### src/rtl/fpmm_pkg.sv
package fpmm_pkg;

   // Per-operand classification derived from the raw bits.
   typedef struct packed {
      logic is_nan;
      logic is_neg;
   } fp_class_t;

   // Meaning of opcode bit 0.
   typedef enum logic {
      MM_PICK_MAX = 1'b0,
      MM_PICK_MIN = 1'b1
   } mm_pick_e;

endpackage

### src/rtl/fpmm_classify.sv
module fpmm_classify
   import fpmm_pkg::*;
#(
   parameter int WIDTH = 32,
   parameter int EXP_W = 8
) (
   input  logic [WIDTH-1:0] v,
   output fp_class_t        cls
);
   localparam int MAN_W = WIDTH - 1 - EXP_W;

   logic [EXP_W-1:0] exp_f;
   logic [MAN_W-1:0] man_f;

   assign exp_f = v[WIDTH-2 -: EXP_W];
   assign man_f = v[MAN_W-1:0];

   always_comb begin
      cls.is_neg = v[WIDTH-1];
      cls.is_nan = (&exp_f) & (|man_f);
   end
endmodule

### src/rtl/fpmm_order.sv
module fpmm_order #(
   parameter int WIDTH     = 32,
   parameter int EXP_W     = 8,
   parameter bit SPLIT_CMP = 1'b0
) (
   input  logic [WIDTH-1:0] a,
   input  logic [WIDTH-1:0] b,
   output logic             b_larger
);
   localparam int MAN_W = WIDTH - 1 - EXP_W;

   logic mag_lt;   // |a| bits < |b| bits as unsigned integers

   generate
      if (SPLIT_CMP) begin : g_split
         // Two narrow compares: exponent first, then mantissa on a tie.
         logic exp_lt, exp_eq, man_lt;
         assign exp_lt = a[WIDTH-2 -: EXP_W] <  b[WIDTH-2 -: EXP_W];
         assign exp_eq = a[WIDTH-2 -: EXP_W] == b[WIDTH-2 -: EXP_W];
         assign man_lt = a[MAN_W-1:0] < b[MAN_W-1:0];
         assign mag_lt = exp_lt | (exp_eq & man_lt);
      end else begin : g_flat
         // One wide unsigned compare over exponent and mantissa.
         assign mag_lt = a[WIDTH-2:0] < b[WIDTH-2:0];
      end
   endgenerate

   always_comb begin
      if (a[WIDTH-1] != b[WIDTH-1])
         b_larger = a[WIDTH-1];            // negative a loses
      else
         b_larger = mag_lt ^ a[WIDTH-1];   // both negative: invert
   end
endmodule

### src/rtl/fpmm_select.sv
module fpmm_select
   import fpmm_pkg::*;
#(
   parameter int WIDTH = 32,
   parameter int EXP_W = 8
) (
   input  logic [WIDTH-1:0] a,
   input  logic [WIDTH-1:0] b,
   input  fp_class_t        cls_a,
   input  fp_class_t        cls_b,
   input  logic             b_larger,
   input  mm_pick_e         pick,
   output logic [WIDTH-1:0] z
);
   localparam int MAN_W = WIDTH - 1 - EXP_W;
   localparam logic [WIDTH-1:0] QNAN =
      {1'b0, {EXP_W{1'b1}}, 1'b1, {(MAN_W-1){1'b0}}};

   logic unused_neg;
   assign unused_neg = cls_a.is_neg ^ cls_b.is_neg;

   always_comb begin
      if (cls_a.is_nan && cls_b.is_nan)
         z = QNAN;
      else if (cls_a.is_nan)
         z = b;
      else if (cls_b.is_nan)
         z = a;
      else if (b_larger ^ (pick == MM_PICK_MIN))
         z = b;
      else
         z = a;
   end
endmodule

### src/rtl/fpmm_unit.sv
module fpmm_unit
   import fpmm_pkg::*;
#(
   parameter int WIDTH     = 32,
   parameter int EXP_W     = 8,
   parameter int OP_W      = 2,
   parameter int TAG_W     = 4,
   parameter bit SPLIT_CMP = 1'b0
) (
   input  logic [WIDTH-1:0] a,
   input  logic [WIDTH-1:0] b,
   input  logic [OP_W-1:0]  op,
   input  logic [TAG_W-1:0] tag_in,
   output logic [WIDTH-1:0] z,
   output logic [TAG_W-1:0] tag_out
);
   localparam int MAN_W = WIDTH - 1 - EXP_W;

   generate
      if (EXP_W < 2 || MAN_W < 2) begin : g_bad_format
         $error("fpmm_unit: EXP_W and mantissa width must both be at least 2");
      end
      if (OP_W < 1 || TAG_W < 1) begin : g_bad_side
         $error("fpmm_unit: OP_W and TAG_W must be at least 1");
      end
   endgenerate

   fp_class_t cls_a, cls_b;
   logic      b_larger;
   mm_pick_e  pick;
   logic      unused_op;

   assign pick      = mm_pick_e'(op[0]);
   assign unused_op = ^op;

   fpmm_classify #(.WIDTH(WIDTH), .EXP_W(EXP_W)) u_cls_a (.v(a), .cls(cls_a));
   fpmm_classify #(.WIDTH(WIDTH), .EXP_W(EXP_W)) u_cls_b (.v(b), .cls(cls_b));

   fpmm_order #(.WIDTH(WIDTH), .EXP_W(EXP_W), .SPLIT_CMP(SPLIT_CMP)) u_order (
      .a(a), .b(b), .b_larger(b_larger)
   );

   fpmm_select #(.WIDTH(WIDTH), .EXP_W(EXP_W)) u_select (
      .a(a), .b(b), .cls_a(cls_a), .cls_b(cls_b),
      .b_larger(b_larger), .pick(pick), .z(z)
   );

   assign tag_out = tag_in;
endmodule

### config.mk
export PLATFORM = sky130hd
export DESIGN_NAME = fpmm_unit
export DESIGN_NICKNAME = d
export VERILOG_FILES = /design/src/rtl/fpmm_pkg.sv /design/src/rtl/fpmm_classify.sv /design/src/rtl/fpmm_order.sv /design/src/rtl/fpmm_select.sv /design/src/rtl/fpmm_unit.sv
export SDC_FILE = /design/constraint.sdc
export NUM_CORES = 1
export LEC_CHECK = 0
export BUFFER_PORTS_ARGS = -buffer_cell sky130_fd_sc_hd__buf_4
export CORE_ASPECT_RATIO = 0.75
export CORE_MARGIN = 5
export CORE_UTILIZATION = 39
export DETAILED_ROUTE_END_ITERATION = 8
export PLACE_DENSITY_LB_ADDON = 0.25
export RECOVER_POWER = 100
export SLEW_MARGIN = 5
export SYNTH_ARGS = -nofsm -noshare
export SYNTH_HDL_FRONTEND = slang
export SYNTH_HIERARCHICAL = 1
export SYNTH_SLANG_ARGS = --single-unit
### constraint.sdc
create_clock -name vclk -period 5.4
set_input_delay 1.35 -clock vclk [all_inputs]
set_output_delay 1.35 -clock vclk [all_outputs]
set_load 0.01 [all_outputs]
[After elaboration in Yosys (flattened, before gate mapping)]
Index checks and enable logic that the tools add are counted.
Storage, ports and cells
  flip-flop bits (word level): 0
  bits in latches: 0
  memory bits (writable): 0
  memory bits (read-only): 0
  bits of input ports: 70
  logic and storage cells: 16
  memories: 0
Operators by class
  $add $sub $neg: 0
  $mul: 0
  divide/modulo/power cells: 0
  magnitude comparators: 1
  eq/ne operators: 1
  shifts and indexed selects: 0
  muxes and demuxes: 5
  bitwise gates (word level): 4
  reduce and logical (&&, ||, !) cells: 5
Operators by type and width (number)
  32-bit two-way mux: 4
  23-bit OR reduction: 2
  31-bit less-than comparator: 1
  8-bit AND reduction: 2
  1-bit AND: 2
  1-bit XOR: 2
  1-bit logical AND: 1
  1-bit two-way mux: 1
  1-bit inequality test: 1

[Longest topological paths before layout]
Gate-level depths: netlist of run 1.
  word-level depth: 8
  gate-level depth with buffers: 12
  mapped depth without buffers: 11

[Hierarchy]
Netlist of run 1, hierarchy kept.
By module, submodules not included
  fpmm_order: times used 1, cells an instance 110, area each 770.7 um^2
  fpmm_select: times used 1, cells an instance 43, area each 376.6 um^2
  fpmm_classify: times used 2, cells an instance 13, area each 96.3 um^2
  fpmm_unit: times used 1, cells an instance 4, area each 30.0 um^2

[Worst setup path after synthesis of run 1]
No wires, ideal clock.
  path kind: input port to output port
  start: in b[24]
  end: out z[10]
  data arrival time: 3.615 ns
  setup slack: 0.435 ns
  stages on the path: 12
  buffers on the path: 1
  path through: inv_1 -> ha_1 -> a21o_1 -> a221o_1 -> a221oi_2 -> o21ai_1 -> a21oi_2 -> mux2i_1 -> xor2_2 -> a21oi_2 -> buf_6 -> a22o_1
Between the ends
  word-level cells in the longest chain between the ends: 8
  elaborated cells on any way between the ends: 11
Ends and longest elaborated chain
  start: declaration: RTL line fpmm_unit.sv:11  | input logic [WIDTH-1:0] b,
  31-bit less-than comparator: RTL line fpmm_order.sv:24  | assign mag_lt = a[WIDTH-2:0] < b[WIDTH-2:0];
  1-bit XOR: RTL line fpmm_order.sv:32  | b_larger = mag_lt ^ a[WIDTH-1];
  1-bit two-way mux: RTL line fpmm_order.sv:29  | if (a[WIDTH-1] != b[WIDTH-1])
  via b_larger: RTL line fpmm_unit.sv:29  | logic b_larger;
  1-bit XOR: RTL line fpmm_select.sv:29  | else if (b_larger ^ (pick == MM_PICK_MIN))
  32-bit two-way mux: RTL line fpmm_select.sv:29
  32-bit two-way mux: RTL line fpmm_select.sv:27  | else if (cls_b.is_nan)
  32-bit two-way mux: RTL line fpmm_select.sv:25  | else if (cls_a.is_nan)
  32-bit two-way mux: RTL line fpmm_select.sv:23  | if (cls_a.is_nan && cls_b.is_nan)
  end: declaration: RTL line fpmm_unit.sv:14  | output logic [WIDTH-1:0] z,
The timed path passes the listed nets, and every way through them passes these cells.

[Worst setup path after layout of run 1]
  start: in b[26]
  end: out z[8]
Same word-level chain as after synthesis.

==> impl_metrics.py, run 1 <==
metrics = {
    "run_status": {
        "status": "completed",
    },
    "pwr": {
        "irDropWorstVdd_mv": 0.0890,
        "total_power_w": 0.000312,
        "p_per_area_nw_per_um2": 135,
        "leakagePower_nw": 1.22,
    },
    "grt": {
        "antenna_found_initial": 0,
        "grt_overflow_total": 0,
        "grt_pass1_wl_um": 6980,
        "grt_max_degree": 24,
        "grt_usage_pct": 17.3,
        "grt_pass1_vias": 1531,
    },
    "drt": {
        "dr.pass1.iters": 4,
        "wl_met2_um": 2240,
        "routed_wl_um": 5200,
        "ant_nets": 0,
        "top_layer_used": "met4",
        "drt-initial-drc-count": 102,
        "routed_via_density": 5.68,
        "drc": 0,
        "routedWlPerCell_um": 16.2,
        "routed-wl-met3_um": 560,
        "routedLengthMet1_um": 2360,
        "vias": 1830,
    },
    "timing": {
        "slew_headroom_pct": 78.9,
        "tightest_slew_ns": 0.314,
        "hold_viol": 0,
        "fmax_mhz": 186,
        "slew_violations": 0,
        "setup_viol": 0,
        "fin_crit_sh_pct": 99.5,
        "min_period_ns": 5.37,
        "rsz0062_at_grt": "yes",
        "worst_hold_slack_ns": 2.70,
        "worst_slack_ns": 0.0279,
    },
    "place": {
        "place_hpwl_um": 4040,
        "placed_area_sq_um": 2120,
        "gp_congestion": 0.831,
        "dp_slack_ns": -0.0973,
        "portBuffers": 97,
        "placedCellCount": 315,
    },
    "finish": {
        "area_growth_pct": 70.8,
        "final_common_cell": "buf_4",
        "fill_cells": 280,
        "fin_cells": 322,
        "design_area_sq_um": 2310,
        "register_area_sq_um": 0,
        "drive_gt1_share_pct": 46.5,
        "fin_nets": 384,
        "nClkBuffers": 0,
        "seq_cells": 0,
        "multi_input_area_sq_um": 1230,
        "final_cell_mix": "buf_4 (96), inv_1 (29), ha_1 (27)",
        "diodes": 0,
    },
    "worst_hold_path": {
        "hp-start": "tag_in[0]",
        "holdPathEnd": "tag_out[0]",
        "hp-class": "in2out",
        "min_path_cells": 0,
    },
    "setup_path": {
        "crit_type": "in2out",
        "worstPathRequired_ns": 4.05,
        "critPathLaunchType": "primary input",
        "path_max_fanout": 8,
        "cp-end-kind": "output pin",
        "crit_start": "b[26]",
        "arrival_ns": 4.02,
    },
    "job": {
        "maxCapViolCount": 0,
    },
    "cts": {
        "ctsHoldBuffers": 0,
    },
    "die": {
        "start_util_pct": 40.9,
        "die_x_um": 78.1,
        "io_pins": 106,
        "row_count": 18,
        "die_y_um": 61.0,
        "die_area_sq_um": 4770,
        "core_region_area_sq_um": 3310,
    },
    "synthesis": {
        "yosys_warnings": 6,
        "avgSynthCellArea_sq_um": 7.49,
        "syn_area_sq_um": 1360,
        "syn_nets": 281,
        "postSynthCellCount": 181,
    },
}
layout make-up:
cell class         instances  share of cell area [%]
well taps                 40                    2.16
repair buffers           109                    39.4
multi-input cells        141                    53.1
inverters                 32                    5.41
worst max-delay path by stage:
stage / to / slack, ns / cells past startpoint
finish: z[8] / 0.03 / 15
global route: z[15] / -0.05 / 15
CTS: z[19] / -0.004 / 13
detailed placement: z[19] / -0.1 / 12
global placement: z[19] / -0.11 / 12
floorplan: z[10] / 0.44 / 12
repair_timing:
action	4_1_cts	5_1_grt
cloned	0	3
endpoints found under the setup margin	23	32
resized for setup	1	23
pin swaps	0	12
setup buffers	0	4
through the flow:
step / utilization, % / TNS [ns]
after floorplan: - / 0
after global placement: 64.0 / -1.73
after detailed placement: 64.0 / -1.69
after CTS: 64.2 / -0.00418
after global routing: 69.9 / -0.601
final: 69.9 / 0
routing by layer:
layer / global-route usage, % / up-vias
li1: - / 891
met1: 27.7 / 849
met2: 25.6 / 86
met3: 2.05 / 4
met4: 0.964 / 0
met5: 0 / -
report_power, final:
part | switching (W) | total [W] | internal, W
Combinational | 0.000140 | 0.000312 | 0.000173
Sequential | 0 | 0 | 0
Clock | 0 | 0 | 0
Total | 0.000140 | 0.000312 | 0.000173
worst max-delay path, stage by stage:
cell       delay, ns
buf_8           0.10
inv_4           0.05
ha_4            0.19
and2_4          0.15
a221o_1         0.34
a221oi_2        0.25
o21ai_1         0.12
a21oi_2         0.17
mux2i_2         0.29
xor2_2          0.10
buf_6           0.14
a21oi_4         0.28
clkbuf_16       0.22
a22o_1          0.16
buf_6           0.11
No activity file was read; power rests on OpenSTA's default activity.
==> run 2: changes to the inputs <==
--- a/config.mk
+++ b/config.mk
@@ -12,6 +12,7 @@
 export DETAILED_ROUTE_END_ITERATION = 8
 export PLACE_DENSITY_LB_ADDON = 0.25
 export RECOVER_POWER = 100
+export SETUP_SLACK_MARGIN = 0.15
 export SLEW_MARGIN = 5
 export SYNTH_ARGS = -nofsm -noshare
 export SYNTH_HDL_FRONTEND = slang
==> run 2 against run 1 <==
Against the previous run: via count grew 3.3%; critical path depth is the same; non-clock buffer count grew 3; core utilization grew 3.6 points; fmax grew 0.95%; highest routed layer unchanged; largest power group unchanged; first-iteration DRC count grew 46%; sequential cell count is the same; worst hold slack is the same; combinational power grew 10%; global-route usage grew 5.2 points.
==> impl_metrics.py, run 2 (synthesized netlist as in run 1, its figures left out) <==
metrics = {
    "timing": {
        "slew_violations": 0,
        "tightest_slew_ns": 0.439,
        "fmax_mhz": 188,
        "worst_slack_ns": 0.0785,
        "setup_tns_ns": 0,
        "fin_crit_sh_pct": 98.5,
        "min_period_ns": 5.32,
        "hold_viol": 0,
        "rsz0062_at_grt": "yes",
        "slew_headroom_pct": 70.8,
        "setup_viol": 0,
    },
    "setup_path": {
        "critPathLaunchType": "primary input",
        "crit_cells": 15,
        "slowest_delay_ns": 0.32,
        "worstPathRequired_ns": 4.05,
        "worstPathBufferInverterCount": 5,
        "path_max_fanout": 5,
        "critPathMostFrequentCell": "buf_6",
        "arrival_ns": 3.97,
        "cp_cell_sequence": "buf_8 > inv_4 > ha_4 > a21o_1 > a221o_1 > a221oi_2 > o21ai_1 > a21oi_2 > mux2i_2 > xor2_2 > buf_6 > o21ai_4 > buf_6 > o22a_1 > buf_6",
        "cp-end-kind": "output pin",
        "crit_type": "in2out",
        "cp_slowest_cell": "a221o_1",
        "path_delay_family": "compound AO/OA/AOI/OAI gates",
    },
    "finish": {
        "final_common_cell": "buf_4",
        "multi_input_area_sq_um": 1260,
        "seq_cells": 0,
        "fin_cells": 326,
        "register_area_sq_um": 0,
        "fin_util_pct": 73.5,
        "fin_nets": 388,
        "diodes": 0,
        "nClkBuffers": 0,
        "design_area_sq_um": 2430,
        "final_cell_mix": "buf_4 (68), buf_6 (29), inv_1 (29)",
        "fill_cells": 257,
        "drive_gt1_share_pct": 47.6,
        "area_growth_pct": 79.7,
    },
    "drt": {
        "routed_wl_um": 5810,
        "dr.pass1.iters": 5,
        "vias": 1891,
        "routedWlPerCell_um": 17.8,
        "drc": 0,
        "routed_via_density": 5.80,
        "drt-initial-drc-count": 149,
        "ant_nets": 0,
    },
    "die": {
        "io_pins": 106,
        "die_y_um": 61.0,
        "die_x_um": 78.1,
        "die_area_sq_um": 4770,
        "row_count": 18,
        "core_region_area_sq_um": 3310,
        "start_util_pct": 40.9,
    },
    "pwr": {
        "combPwrFrac_pct": 100.0,
        "intPower_w": 0.000191,
        "pwr-share-clk_pct": 0,
        "switching_share_pct": 44.4,
        "irDropWorstVdd_mv": 0.0865,
        "p_per_area_nw_per_um2": 141,
        "p_switching_w": 0.000153,
        "seq_power_share_pct": 0,
        "leakagePower_nw": 1.26,
    },
    "place": {
        "placedCellCount": 315,
        "placed_area_sq_um": 2120,
        "gp_congestion": 0.831,
        "dp_slack_ns": -0.0973,
        "place_hpwl_um": 4040,
        "portBuffers": 97,
    },
    "job": {
        "maxCapViolCount": 0,
    },
    "grt": {
        "grt_pass1_wl_um": 8840,
        "antenna_found_initial": 0,
        "grt_usage_pct": 22.5,
        "grt_pass1_vias": 1806,
        "grt_max_degree": 12,
        "grt_overflow_total": 0,
    },
    "cts": {
        "ctsHoldBuffers": 0,
    },
    "worst_hold_path": {
        "hp-class": "in2out",
        "holdPathEnd": "tag_out[0]",
        "hp-start": "tag_in[0]",
        "min_path_cells": 0,
    },
    "run_status": {
        "status": "completed",
    },
}
==> run 2: changes by cell type in the layout (fill, tap and decap cells not counted), moves of 2 or more <==
cell,previous run,this run
buf_6,8,29
clkbuf_2,0,9
buf_4,96,68
o21a_4,1,3
==> run 2: how the worst max path moves through the flow <==
stage	startpoint	end
3_5_place_dp	a[24]	z[19]
6_report	b[24]	z[23]
5_1_grt	b[24]	z[25]
4_1_cts	b[24]	z[23]
3_3_place_gp	a[24]	z[19]
2_1_floorplan	b[24]	z[10]
==> run 2: metrics by stage <==
step / power (W) / hold slack, ns
after floorplan: 0.000140 / 2.79
after global placement: 0.000271 / 2.70
after detailed placement: 0.000272 / 2.70
after CTS: 0.000350 / 2.70
after global routing: 0.000367 / 2.70
final: 0.000344 / 2.70
==> run 2: layout make-up <==
cell class	instances	area share, %
Multi-Input combinational cell	142	52.0
Timing Repair Buffer	112	40.8
Inverter	32	5.24
Tap cell	40	2.06
==> run 2: layer usage <==
layer | vias to the layer above | GRT usage (%) | share of wire [%]
li1 | 904 | - | -
met3 | 4 | 2.34 | 9.1
met4 | 0 | 2.41 | 0.88
met5 | - | 0 | 0
met2 | 82 | 37.9 | 47
met1 | 901 | 32.4 | 43
==> run 2: power groups by stage <==
stage / clock [W] / combinational (W) / sequential [W]
global route: 0 / 0.000367 / 0
detailed placement: 0 / 0.000272 / 0
finish: 0 / 0.000344 / 0
CTS: 0 / 0.000350 / 0
global placement: 0 / 0.000271 / 0
floorplan: 0 / 0.000140 / 0
==> run 2: timing repair <==
action / in CTS / in global routing
endpoints found under the setup margin: 32 / 32
buffers inserted: 3 / 3
cloned: 5 / 0
gates resized for setup: 58 / 6
pin swaps: 35 / 8
